<file path="src/rtl/wds_pkg.sv">
package wds_pkg;

   typedef enum logic [2:0] {
      PH_IDLE    = 3'd0,
      PH_FWD     = 3'd1,
      PH_PAUSE_A = 3'd2,
      PH_REV     = 3'd3,
      PH_PAUSE_B = 3'd4,
      PH_HALT    = 3'd5
   } phase_e;

   // true for the four timed steps of the cycle
   function automatic logic phase_timed(input phase_e p);
      return (p == PH_FWD) || (p == PH_PAUSE_A) ||
             (p == PH_REV) || (p == PH_PAUSE_B);
   endfunction

   // step that follows a completed timed step
   function automatic phase_e phase_after(input phase_e p);
      case (p)
         PH_FWD:     return PH_PAUSE_A;
         PH_PAUSE_A: return PH_REV;
         PH_REV:     return PH_PAUSE_B;
         PH_PAUSE_B: return PH_FWD;
         default:    return p;
      endcase
   endfunction

endpackage

</file>
<file path="src/rtl/wds_sec_counter.sv">
module wds_sec_counter #(
   parameter int CW = 5
) (
   input  logic          clk,
   input  logic          rst_n,
   input  logic          clear,
   input  logic          tick,
   input  logic [CW-1:0] limit,
   output logic          last
);

   logic [CW-1:0] secs_q;

   always_ff @(posedge clk or negedge rst_n) begin
      if (!rst_n)
         secs_q <= '0;
      else if (clear)
         secs_q <= '0;
      else if (tick)
         secs_q <= secs_q + CW'(1);
   end

   // the current tick is the final second of the step
   assign last = (secs_q == (limit - CW'(1)));

endmodule

</file>
<file path="src/rtl/wds_phase_fsm.sv">
module wds_phase_fsm
   import wds_pkg::*;
#(
   parameter int CW           = 5,
   parameter int FWD_SECS     = 20,
   parameter int PAUSE_A_SECS = 10,
   parameter int REV_SECS     = 20,
   parameter int PAUSE_B_SECS = 10
) (
   input  logic          clk,
   input  logic          rst_n,
   input  logic          run_en,
   input  logic          timer_done,
   input  logic          sec_tick,
   input  logic          sec_last,
   output phase_e        phase,
   output logic          cnt_clear,
   output logic [CW-1:0] limit
);

   phase_e phase_q, phase_d;
   logic   timed;
   logic   advance;

   assign timed   = phase_timed(phase_q);
   assign advance = timed && sec_tick && sec_last;

   always_comb begin
      case (phase_q)
         PH_FWD:     limit = CW'(FWD_SECS);
         PH_PAUSE_A: limit = CW'(PAUSE_A_SECS);
         PH_REV:     limit = CW'(REV_SECS);
         PH_PAUSE_B: limit = CW'(PAUSE_B_SECS);
         default:    limit = CW'(1);
      endcase
   end

   always_comb begin
      phase_d = phase_q;
      if (!run_en)
         phase_d = PH_IDLE;
      else if (timer_done)
         phase_d = PH_HALT;
      else if (phase_q == PH_IDLE)
         phase_d = PH_FWD;
      else if (advance)
         phase_d = phase_after(phase_q);
   end

   assign cnt_clear = !run_en || timer_done || !timed || advance;

   always_ff @(posedge clk or negedge rst_n) begin
      if (!rst_n)
         phase_q <= PH_IDLE;
      else
         phase_q <= phase_d;
   end

   assign phase = phase_q;

endmodule

</file>
<file path="src/rtl/wds_output_map.sv">
module wds_output_map
   import wds_pkg::*;
#(
   parameter bit LAMP_ACTIVE_LOW = 1'b0
) (
   input  phase_e phase,
   output logic   motor_fwd,
   output logic   motor_rev,
   output logic   lamp_fwd,
   output logic   lamp_rev,
   output logic   lamp_pause
);

   logic on_fwd, on_rev, on_pause;

   assign on_fwd   = (phase == PH_FWD);
   assign on_rev   = (phase == PH_REV);
   assign on_pause = (phase == PH_PAUSE_A) || (phase == PH_PAUSE_B);

   assign motor_fwd = on_fwd;
   assign motor_rev = on_rev;

   generate
      if (LAMP_ACTIVE_LOW) begin : g_lamp_low
         assign lamp_fwd   = !on_fwd;
         assign lamp_rev   = !on_rev;
         assign lamp_pause = !on_pause;
      end else begin : g_lamp_high
         assign lamp_fwd   = on_fwd;
         assign lamp_rev   = on_rev;
         assign lamp_pause = on_pause;
      end
   endgenerate

endmodule

</file>
<file path="src/rtl/wash_drum_sequencer.sv">
module wash_drum_sequencer #(
   parameter int FWD_SECS        = 20,
   parameter int PAUSE_A_SECS    = 10,
   parameter int REV_SECS        = 20,
   parameter int PAUSE_B_SECS    = 10,
   parameter bit LAMP_ACTIVE_LOW = 1'b0
) (
   input  logic clk,
   input  logic rst_n,
   input  logic sec_tick,
   input  logic run_en,
   input  logic timer_done,
   output logic motor_fwd,
   output logic motor_rev,
   output logic lamp_fwd,
   output logic lamp_rev,
   output logic lamp_pause
);

   localparam int TURN_MAX  = (FWD_SECS > REV_SECS) ? FWD_SECS : REV_SECS;
   localparam int REST_MAX  = (PAUSE_A_SECS > PAUSE_B_SECS) ? PAUSE_A_SECS : PAUSE_B_SECS;
   localparam int STEP_MAX  = (TURN_MAX > REST_MAX) ? TURN_MAX : REST_MAX;
   localparam int CW        = $clog2(STEP_MAX + 1);

   generate
      if (FWD_SECS < 1 || PAUSE_A_SECS < 1 || REV_SECS < 1 || PAUSE_B_SECS < 1) begin : g_bad_len
         $error("wash_drum_sequencer: every step length must be at least one second");
      end
   endgenerate

   wds_pkg::phase_e phase;
   logic            cnt_clear;
   logic            sec_last;
   logic [CW-1:0]   limit;

   wds_phase_fsm #(
      .CW           (CW),
      .FWD_SECS     (FWD_SECS),
      .PAUSE_A_SECS (PAUSE_A_SECS),
      .REV_SECS     (REV_SECS),
      .PAUSE_B_SECS (PAUSE_B_SECS)
   ) u_fsm (
      .clk        (clk),
      .rst_n      (rst_n),
      .run_en     (run_en),
      .timer_done (timer_done),
      .sec_tick   (sec_tick),
      .sec_last   (sec_last),
      .phase      (phase),
      .cnt_clear  (cnt_clear),
      .limit      (limit)
   );

   wds_sec_counter #(
      .CW (CW)
   ) u_secs (
      .clk   (clk),
      .rst_n (rst_n),
      .clear (cnt_clear),
      .tick  (sec_tick),
      .limit (limit),
      .last  (sec_last)
   );

   wds_output_map #(
      .LAMP_ACTIVE_LOW (LAMP_ACTIVE_LOW)
   ) u_out (
      .phase      (phase),
      .motor_fwd  (motor_fwd),
      .motor_rev  (motor_rev),
      .lamp_fwd   (lamp_fwd),
      .lamp_rev   (lamp_rev),
      .lamp_pause (lamp_pause)
   );

endmodule

</file>
<file path="config.mk">
export PLATFORM = sky130hd
export DESIGN_NAME = wash_drum_sequencer
export DESIGN_NICKNAME = d
export VERILOG_FILES = /design/src/rtl/wds_pkg.sv /design/src/rtl/wds_sec_counter.sv /design/src/rtl/wds_phase_fsm.sv /design/src/rtl/wds_output_map.sv /design/src/rtl/wash_drum_sequencer.sv
export SDC_FILE = /design/constraint.sdc
export NUM_CORES = 1
export LEC_CHECK = 0
export ABC_CLOCK_PERIOD_IN_PS = 2100
export BUFFER_PORTS_ARGS = -buffer_cell sky130_fd_sc_hd__buf_2
export CORE_AREA = 3 3 40 42
export DETAILED_ROUTE_END_ITERATION = 8
export DIE_AREA = 0 0 43 45
export GPL_ROUTABILITY_DRIVEN = 0
export GPL_TIMING_DRIVEN = 0
export PLACE_DENSITY_LB_ADDON = 0.15
export SLEW_MARGIN = 20
export SYNTH_ARGS = -nofsm -noshare
export SYNTH_HDL_FRONTEND = slang
export SYNTH_SLANG_ARGS = --single-unit
</file>
<file path="constraint.sdc">
create_clock -name clk -period 2.1 [get_ports clk]
set_input_delay 0.21 -clock clk [delete_from_list [all_inputs] [get_ports clk]]
set_output_delay 0.21 -clock clk [all_outputs]
set_load 0.02 [all_outputs]
</file>
==> summary.md <==
| Metric | Value |
|---|---|
| Met1 wire length | 466 um |
| Met2 WL | 394 um |
| Sw power | 103 uW |
| Max Root-Sink Buffers | 2 |
| Die Footprint | 0.00194 mm2 |
| Max-cap viol count | 0 |
| Fmax | around 0.49 GHz |
| Area share of the largest cell type after synthesis | a little under two fifths |
| Synth Warn # | 0 |
| Die height | 45 um |
| Core area | 0.00128 mm2 |
| Flop pwr share | 46.0% |
| Routed wire per std cell | ~11 um |
| Async set-reset flop share out of synthesis | 100% |
| Top FF cell, synth | dfrtp_1 |
| DP Area | 587 um2 |
| Num CTS Buffers | 3 |
| Starting Density | 40.7% |
| CTS tree | built |
| Port Buffer Count | 9 |
| Place WS | between 0.03 and 0.04 ns |
| First DRT Iteration DRCs | 4 |
| # DRC | 0 |
| Pwr dens | 586 mW/mm2 |
| Total power | 368 uW |
| Post-synth EDFFs | 0 |
| Via-to-Cell Ratio | ~5 |
| Critical path class | reg2reg |
| Top sig layer | met3 |
| Met3 WL | approximately 47 um |
| Clock group share of total power | 31.2% |
| Initial DRT Pass Iterations | 4 |
| CP startpoint kind | flip-flop |
| Detail Route Antenna Nets | 0 |
| Skew final | 0.0100 ns |
| Final wirelength | 908 um |
| Cells after DPL | 78 |
| Synth area leader | dfrtp_1 |
| Non-filler cells, final | 83 |
| Minimum clock period | 2.04 ns |
| Count leader, synth | nor2_1 |
| Seq/Total Area, Yosys | roughly two fifths |
| Switching share of power | 28.1% |
| Synthesized Nets | 60 |
| Final period util | 97.0% |
| Crit Reg-Reg Endpoint | u_fsm.phase[0] |
| Vias in the first global route | 338 |
| CP Data Arrival Time | 2.16 ns |
| Worst setup margin | 0.0632 ns |
| # IOs | 10 |
| Worst hold path class | in2reg |
| Fin. max-slew vios | 0 |
| Slew headroom | between 70 and 80% |
| Syn Std Cell Area | 523 um2 |
| Post-Synthesis Cells | 54 |
| Status | completed |
| Crit. End Element | flip-flop |
| Die width | about 43 um |
| Flops & latches, synth | 8 |
| Synth area leaders | dfrtp_1, nor2_1, a221oi_4 |
| Peak supply drop | 336 uV |
| Setup violators final | 0 |
| Area Growth Syn to Fin | 20.1% |
| Global-route usage over all layers | roughly 11% |
| P_int | approximately 260 uW |
| Hold Fails Final Rpt | 0 |
| # clock sinks | 8 |
| N_diodes | 0 |
| P_leak | approximately 0.28 nW |
| Crit Path Max Fanout | 7 |
| Vias | 409 |
| Reg2reg setup slack | roughly 0.063 ns |
| Pin count of the biggest net entering global routing | 9 |
| Site Rows | 13 |
| Top post-synthesis cells by count | nor2_1, dfrtp_1, nor2b_1 |
| Average size of a mapped cell | 9.69 um2 |
| Required time worst endpoint | 2.22 ns |
| Worst-margin pin slew | 0.335 ns |
| Distinct cells, synth | 22 |
| GR Overflow Total | 0 |
| R2r startpoint | u_fsm.phase[0] |
| Nets | 76 |
| Dpl hpwl | 707 um |
| Fin area | approximately 630 um2 |
| Worst skew pair latency | 0.25 ns |
| Antenna violations before repair | 0 |
| First-pass GRT wire length | 1.43 mm |
| Share of layout cells above drive strength 1 | 26.5% |
| Crit. Startpoint | u_fsm.phase[0] |
| H-tree Lvls | 1 |
| Crit path to | u_fsm.phase[0] |
| FF-to-FF path depth | 5 |
| Clock root buffer | clkbuf_4 |
| Final hold slack | about 0.21 ns |
| Combinational share of power | 22.8% |
| Clk slew on worst S/H paths | 0.05 ns |
## final cells by class
type                            instances  area (um2)
Buffer                                  2        15.0
Fill cell                             137         657
Inverter                                1        3.75
Clock buffer                            3        22.5
Multi-Input combinational cell         43         304
Tap cell                               15        18.8
Timing Repair Buffer                   11        62.6
Sequential cell                         8         201
## worst max-delay path: stages (launching register included)
cell      delay [ns]
dfrtp_2         0.44
nor2b_1         0.17
or4_1           0.52
a221oi_4        0.34
nand3_1         0.16
o221a_1         0.28
## worst min path at each step
stage / startpoint / endpoint / slack, ns / cells past startpoint
3_5_place_dp: rst_n / u_secs.secs_q[2] / 0.06 / 1
2_1_floorplan: rst_n / u_fsm.phase[0] / -0.09 / 0
3_3_place_gp: rst_n / u_secs.secs_q[2] / 0.06 / 1
5_1_grt: run_en / u_fsm.phase[2] / 0.21 / 2
4_1_cts: run_en / u_fsm.phase[2] / 0.20 / 2
6_report: run_en / u_fsm.phase[2] / 0.21 / 2
## cell families (layout without fill, tap and decap cells)
family                   Yosys count  count (layout)  share of synthesized area, %
AND/OR/NAND/NOR                   28              28                          29.4
flip-flops                         8               8                          38.3
AO/OA/AOI/OAI                      6               6                          12.4
XOR/XNOR                           6               6                          10.0
buffers and inverters              3              17                          3.59
multiplexers                       2               2                          3.83
adder cells (fa/ha/maj)            1               1                          2.39
## layout by cell type (no fill, tap or decap), drive strengths merged
master	synthesis	routed
inv	1	1
o311a	1	1
nand3b	2	2
and2	3	3
or4b	1	1
nand2	2	2
nor2b	4	4
dfrtp	8	8
o221a	1	1
buf	2	12
or4	1	1
nor2	10	10
xor2	3	3
or3	1	1
nand4	2	2
dlygate4sd3	0	1
ha	1	1
a221oi	1	1
mux2i	2	2
o21bai	1	1
xnor2	3	3
o21ai	2	2
clkbuf	0	3
nand3	2	2
## through the flow
step            TNS (ns)  util (%)
5_1_grt        -0.000832      48.9
4_1_cts                0      48.2
2_1_floorplan          0         -
3_5_place_dp           0      45.7
6_report               0      48.9
3_3_place_gp           0      45.7
## state kept, by name, indices dropped and copies added, names as in the netlist
| register | count |
|---|---|
| u_secs.secs_q | 5 |
| u_fsm.phase | 3 |
## routing by layer
layer  GRT usage [%]  vias up
met5               0        -
met4            12.7        0
met3            2.39        0
met2            13.2       12
met1            14.2      181
li1                -      216
## what timing repair did
| item | CTS | global route |
|---|---|---|
| setup buffers | 0 | 1 |
| setup endpoints to repair | 0 | 1 |
| endpoints found under the hold margin | 8 | 0 |
| resized for setup | 0 | 1 |
| hold buffers | 1 | 0 |
## power groups by stage
stage	registers [mW]	logic (mW)	clock network, mW
3_3_place_gp	0.171	0.0804	0
5_1_grt	0.170	0.0919	0.136
4_1_cts	0.169	0.0823	0.124
3_5_place_dp	0.171	0.0805	0
6_report	0.169	0.0841	0.115
2_1_floorplan	0.169	0.0588	0
Power figures use the tool's default switching activity.
